==> src/rtl/gic_pkg.sv <==
package gic_pkg;
  // Register port geometry: 32-bit words, byte addressed.
  localparam int ADDR_W = 5;
  localparam int SLOT_W = ADDR_W - 2;

  typedef enum logic [SLOT_W-1:0] {
    SLOT_SENSE   = 3'd0,
    SLOT_ADJ     = 3'd1,
    SLOT_PEND    = 3'd2,
    SLOT_EDGE_EN = 3'd3,
    SLOT_LVL_EN  = 3'd4
  } slot_t;
endpackage

==> src/rtl/gic_line_sync.sv <==
module gic_line_sync #(
  parameter int W      = 32,
  parameter int STAGES = 2
) (
  input  logic         clk,
  input  logic         rst,
  input  logic [W-1:0] async_i,
  output logic [W-1:0] sync_o
);
  logic [W-1:0] stg [STAGES];

  generate
    for (genvar s = 0; s < STAGES; s++) begin : g_stage
      if (s == 0) begin : g_first
        always_ff @(posedge clk) begin
          if (rst) stg[0] <= '0;
          else     stg[0] <= async_i;
        end
      end else begin : g_next
        always_ff @(posedge clk) begin
          if (rst) stg[s] <= '0;
          else     stg[s] <= stg[s-1];
        end
      end
    end
  endgenerate

  assign sync_o = stg[STAGES-1];
endmodule

==> src/rtl/gic_edge_bank.sv <==
module gic_edge_bank #(
  parameter int W = 32
) (
  input  logic         clk,
  input  logic         rst,
  input  logic [W-1:0] adj_i,
  input  logic         clr_en,
  input  logic [W-1:0] clr_data,
  output logic [W-1:0] pend_q
);
  logic [W-1:0] adj_d;
  logic [W-1:0] rise_w;
  logic [W-1:0] keep_w;

  always_ff @(posedge clk) begin
    if (rst) adj_d <= '0;
    else     adj_d <= adj_i;
  end

  assign rise_w = adj_i & ~adj_d;
  assign keep_w = clr_en ? clr_data : {W{1'b1}};

  // New edges win over a simultaneous clear.
  always_ff @(posedge clk) begin
    if (rst) pend_q <= '0;
    else     pend_q <= (pend_q & keep_w) | rise_w;
  end


  edge_sticky_chk: assert property (@(posedge clk) disable iff (rst)
    (rise_w != '0) |=> ((pend_q & $past(rise_w)) == $past(rise_w)));


  pend_hold_chk: assert property (@(posedge clk) disable iff (rst)
    (!clr_en && rise_w == '0) |=> $stable(pend_q));


  pend_clear_chk: assert property (@(posedge clk) disable iff (rst)
    (clr_en && rise_w == '0) |=> (pend_q == ($past(pend_q) & $past(clr_data))));
endmodule

==> src/rtl/gic_group_or.sv <==
module gic_group_or #(
  parameter int W   = 32,
  parameter int GRP = 8
) (
  input  logic                clk,
  input  logic                rst,
  input  logic [W-1:0]        cause_i,
  output logic [W/GRP-1:0]    irq_o
);
  localparam int NGRP = W / GRP;

  generate
    for (genvar g = 0; g < NGRP; g++) begin : g_grp
      always_ff @(posedge clk) begin
        if (rst) irq_o[g] <= 1'b0;
        else     irq_o[g] <= |cause_i[g*GRP +: GRP];
      end
    end
  endgenerate


  grp_quiet_chk: assert property (@(posedge clk) disable iff (rst)
    (cause_i == '0) |=> (irq_o == '0));
endmodule

==> src/rtl/gpio_irq_cause.sv <==
module gpio_irq_cause
  import gic_pkg::*;
#(
  parameter int LINES  = 32,
  parameter int GROUP  = 8,
  parameter int STAGES = 2
) (
  input  logic                     clk,
  input  logic                     rst,
  input  logic [LINES-1:0]         pin_i,
  input  logic [ADDR_W-1:0]        bus_addr,
  input  logic                     bus_we,
  input  logic [LINES-1:0]         bus_wdata,
  input  logic                     bus_re,
  output logic [LINES-1:0]         bus_rdata,
  output logic [LINES/GROUP-1:0]   irq_o
);
  localparam int NGRP = LINES / GROUP;

  logic [LINES-1:0] pin_s;
  logic [LINES-1:0] sense_q, edge_en_q, lvl_en_q;
  logic [LINES-1:0] adj_w, pend_q, cause_w;
  slot_t            slot_w;
  logic             pend_wr;

  assign slot_w  = slot_t'(bus_addr[ADDR_W-1:2]);
  assign pend_wr = bus_we && (slot_w == SLOT_PEND);

  gic_line_sync #(.W(LINES), .STAGES(STAGES)) u_sync (
    .clk     (clk),
    .rst     (rst),
    .async_i (pin_i),
    .sync_o  (pin_s)
  );

  assign adj_w = pin_s ^ sense_q;

  always_ff @(posedge clk) begin
    if (rst) begin
      sense_q   <= '0;
      edge_en_q <= '0;
      lvl_en_q  <= '0;
    end else if (bus_we) begin
      case (slot_w)
        SLOT_SENSE:   sense_q   <= bus_wdata;
        SLOT_EDGE_EN: edge_en_q <= bus_wdata;
        SLOT_LVL_EN:  lvl_en_q  <= bus_wdata;
        default: ;
      endcase
    end
  end

  gic_edge_bank #(.W(LINES)) u_edge (
    .clk      (clk),
    .rst      (rst),
    .adj_i    (adj_w),
    .clr_en   (pend_wr),
    .clr_data (bus_wdata),
    .pend_q   (pend_q)
  );

  assign cause_w = (adj_w & lvl_en_q) | (pend_q & edge_en_q);

  gic_group_or #(.W(LINES), .GRP(GROUP)) u_grp (
    .clk     (clk),
    .rst     (rst),
    .cause_i (cause_w),
    .irq_o   (irq_o)
  );

  always_ff @(posedge clk) begin
    if (rst) begin
      bus_rdata <= '0;
    end else if (bus_re) begin
      case (slot_w)
        SLOT_SENSE:   bus_rdata <= sense_q;
        SLOT_ADJ:     bus_rdata <= adj_w;
        SLOT_PEND:    bus_rdata <= pend_q;
        SLOT_EDGE_EN: bus_rdata <= edge_en_q;
        SLOT_LVL_EN:  bus_rdata <= lvl_en_q;
        default:      bus_rdata <= '0;
      endcase
    end
  end


  lvl_path_chk: assert property (@(posedge clk) disable iff (rst)
    ((adj_w & lvl_en_q) != '0) |=> (irq_o != '0));


  masked_quiet_chk: assert property (@(posedge clk) disable iff (rst)
    (lvl_en_q == '0 && edge_en_q == '0) |=> (irq_o == '0));

  initial begin
    a_geom_chk: assert (LINES % GROUP == 0 && NGRP > 0);
  end
endmodule

==> config.mk <==
export PLATFORM = sky130hd
export DESIGN_NAME = gpio_irq_cause
export DESIGN_NICKNAME = d
export VERILOG_FILES = /design/src/rtl/gic_pkg.sv /design/src/rtl/gic_line_sync.sv /design/src/rtl/gic_edge_bank.sv /design/src/rtl/gic_group_or.sv /design/src/rtl/gpio_irq_cause.sv
export SDC_FILE = /design/constraint.sdc
export NUM_CORES = 1
export LEC_CHECK = 0
export BUFFER_PORTS_ARGS = -buffer_cell sky130_fd_sc_hd__buf_4
export CELL_PAD_IN_SITES_DETAIL_PLACEMENT = 1
export CELL_PAD_IN_SITES_GLOBAL_PLACEMENT = 1
export CORE_UTILIZATION = 35
export CTS_CLUSTER_SIZE = 25
export DETAILED_ROUTE_END_ITERATION = 10
export PLACE_DENSITY = 0.66
export SETUP_SLACK_MARGIN = 0.3
export SYNTH_ARGS = -nofsm -noshare
export SYNTH_HDL_FRONTEND = slang
export SYNTH_SLANG_ARGS = --single-unit
==> constraint.sdc <==
create_clock -name clk -period 2.9 [get_ports clk]
set_input_delay 0.145 -clock clk [delete_from_list [all_inputs] [get_ports clk]]
set_output_delay 0.145 -clock clk [all_outputs]
set_load 0.005 [all_outputs]
==> results.md <==
- The run finished with clean final reports.
- In this run the tool buffered the top-level ports with 106 buffer cells.
- The final cell count without fillers is approximately 1,700.
- The number of maximum-capacitance violations is 0.
- The area growth from synthesis to layout is 24.7%.
- After clock tree synthesis, the clock-pin slew on the worst setup and hold paths is 0.06 ns.
- The type of the worst min-delay path is primary input to flop.
- Setup repair after global routing left no endpoint under its margin.
- STA classifies the critical path endpoint as a flop.
- When the netlist entered floorplanning its net count stood at 1,198.
- In this run the remaining antenna-violating nets after routing total 0.
- The layout cell share with drive strength beyond 1 is slightly above 20%.
- Entering global routing, the biggest net connects about 120 pins.
- The synthesized area is ~11,000 um2.
- The prevailing post-synth register cell is dfxtp_1.
- Pin placement for this block handled 109 I/O pins.
- The final number of hold-violating endpoints came to 0.
- After detailed routing, the number of remaining DRC violations is 0.
- The path type of the worst setup path is flop to flop.
- The width of the die is roughly 180 um.
- The area fraction of the dominant cell type after synthesis is between 40 and 50%.
- Ranked by total cell area, the synthesized netlist is headed by dfxtp_1 (49%), nand2_1 (9.1%), nor2b_1 (5.7%).
- The routed layout has 8,298 vias.
- The number of core rows is 63.
- For this configuration, the core starts out at a cell density of a little over a third.
- The required time of the critical path is 3.39 ns.
- The power share of the clock group is between 40 and 50%.
- Setup violations remaining at the end of the flow were counted as 0.
- The wire length of the first global-routing pass is approximately 47 mm.
- Of the available clock period, the critical path in the final layout requires between 60% and 70%.
- Setup total negative slack on the finished layout was measured at 0 ns.
- The core area is slightly below 30,000 um2.
- For this run, asynchronously set or reset flops after synthesis account for 0%.
- The number of buffers added by the clock tree synthesis step is 29.
- The number of diodes is 0.
- The static leakage is roughly 0.0049 uW.
- Cells fill approximately 44% of the core in the end.
- The number of antenna violations at the first check in global routing is 0.
- The number of enable-type register cells in the synthesized netlist is 0.
- For this design, the sink count on the clock tree is 260.
- Before antenna repair, the detailed router went through 4 iterations.
- Dividing the detail-routed wire length by the instance count gives between 15 and 20 um.
- The data arrival at the endpoint of the critical path is between 2 and 2.5 ns.
- The instance count after placement with tap cells included is between 1,500 and 2,000.
- The final number of max-transition violations is 0.
- Of all nets on the critical path, the largest fanout is 4.
- The final critical delay including setup and external delays is about 1.7 ns.
- The average instance in the mapped netlist occupies 9.38 um2.
- The most common cell in the synthesized netlist is dfxtp_1.
- In this run the power density over the cells is about 620 nW/um2.
- The maximum clock insertion buffer count is 3.
- The global-route congestion overflow total is 0.
- TritonCTS built the clock tree.
- Static timing analysis puts the maximum clock frequency at between 0.5 and 0.6 GHz.
- The placed wire-length estimate is 18.6 mm.
- The clock reaches the later pin of the worst-skew pair after approximately 0.55 ns.
- The Yosys warning count is 0.
- The largest total area in the synthesized netlist belongs to dfxtp_1.
- The sequential share of power is a little under half.
- The via count normalized by instance count is between 4 and 5.
- Across every metal layer, demand over resource in global routing totals around a fifth.
- For this run, the register share of the synthesized area comes to between 40% and 50%.
- The sum of routed wire length over all layers is slightly below 30 mm.
- The root buffer cell is clkbuf_16.
- The slew of the pin with the lowest slew margin is a little over 0.8 ns.
- The net switching power of the design is 1900 uW.
- Synthesis instantiated 39 different standard cells from the library.
- Cell internal power was estimated by the tool at 6250 uW.
- The floorplan step defined a die boundary enclosing about 30,000 um2.
- The commonest cells after synthesis are dfxtp_1 (260), nand2_1 (255), nor2b_1 (96).
- The worst-case headroom to the max-slew limit is ~45%.
- The number of DRC violations after detailed-routing iteration 0 is between 300 and 400.
- The logic gate share of total power is approximately 8%.
- The final net count is 1,349.
- After synthesis the netlist holds a flip-flop and latch count of between 200 and 300.
- Across the routed clock network, the largest skew measured is 0.00987 ns.
- The post-cts resize count is 0.
- The final RePlAce weighted congestion is 0.752.
- The via count of the first global-routing pass came to 8,675.
- STA classifies the critical path startpoint as a flop.
- The total number of H-tree levels is 1.
- In this run the vertical extent of the chip is 176 um.
- The post-CTS setup buffer count is 0.
- The switching share of power is between 20% and 30%.
- The count of mapped cells out of synthesis is between 1,000 and 1,500.
- The peak supply drop is between 0.0004 and 0.0005 V.
==> metal layers <==
layer  track usage (%)  wire length [um]
met1              24.9             13500
met2              34.1             14300
met3              2.32               890
met4              3.99               489
met5                 0                 0
==> timing repair <==
item / in CTS / in global routing
setup endpoints to repair: 0 / 0
hold buffers: 66 / 0
hold endpoints to repair: 161 / 0
==> final cells by class <==
| cell class | count | area, um2 |
|---|---|---|
| Tap cell | 390 | 488 |
| Clock buffer | 47 | 883 |
| Sequential cell | 260 | 5200 |
| Fill cell | 3441 | 16500 |
| Timing Repair Buffer | 194 | 1670 |
| Clock inverter | 4 | 76.3 |
| Multi-Input combinational cell | 791 | 4840 |
==> cell usage in the layout, fill, tap and decap left out, types with 2 or more instances in the layout <==
master and instances:
nand2b_1 32, mux2i_1 31, a21oi_1 68, a22o_1 9, o21ai_1 29, nand3b_1 3, a31oi_1 4, buf_4 124
nor2b_1 96, a22oi_1 15, dlygate4sd3_1 66, o21ai_2 2, dfxtp_1 260, clkbuf_1 9, buf_12 3, nand2_1 255
a22oi_2 29, a21o_1 2, clkbuf_8 10, and3_1 3, o21ai_0 63, xor2_1 32, nand3_1 3, and4_1 3
a221oi_1 9, bufinv_16 2, xnor2_1 31, a21oi_2 60, clkbuf_16 29
==> through the flow <==
step	cell area [um2]	hold WS (ns)	power (uW)	setup slack [ns]
2_1_floorplan	10500	0.260	4220	1.76
3_3_place_gp	11500	0.354	4460	0.849
3_5_place_dp	11500	0.362	4470	0.848
4_1_cts	13200	0.0289	8250	1.15
5_1_grt	13200	0.0657	8470	1.05
6_report	13200	0.0391	8150	1.15
==> sequential cells by signal, summed over array words and instances (netlist names) <==
signal and count:
bus_rdata 32, u_edge.adj_d 32, u_sync.stg 64, edge_en_q 32, u_edge.pend_q 32, u_grp.irq_o 4
sense_q 32, lvl_en_q 32
==> critical path, stage by stage (launching register included) <==
cell and delay, ns:
dfxtp_1 0.38, a21boi_0 0.21, o21bai_1 0.11, a21o_1 0.21
a311oi_2 0.23, dlygate4sd3_1 0.57
==> power by group through the flow <==
stage	Clock [uW]	Sequential, uW	Combinational, uW
floorplan	0	3850	370
global placement	0	3870	588
detailed placement	0	3870	598
CTS	3780	3790	673
global route	3930	3810	730
finish	3690	3790	662
==> final timing paths <==
kind	to	start	slack, ns	depth (start not counted)
min	lvl_en_q[2]	rst	0.04	2
max reg2reg	bus_rdata[23]	sense_q[23]	1.15	5
max	bus_rdata[23]	sense_q[23]	1.15	5
min reg2reg	u_sync.stg[1][24]	u_sync.stg[0][24]	0.44	1
==> kinds of logic (layout without fill, tap and decap cells) <==
family | after synthesis | count (layout) | share of synthesized area [%]
AOI/OAI and AO/OA | 294 | 294 | 19.6
xor gates and xnor gates | 63 | 63 | 5.23
buffers and inverters | 74 | 245 | 4.89
DFF | 260 | 260 | 49.3
muxes | 31 | 31 | 2.94
and+or+nand+nor | 403 | 403 | 18.0
Power figures use the tool's default switching activity.
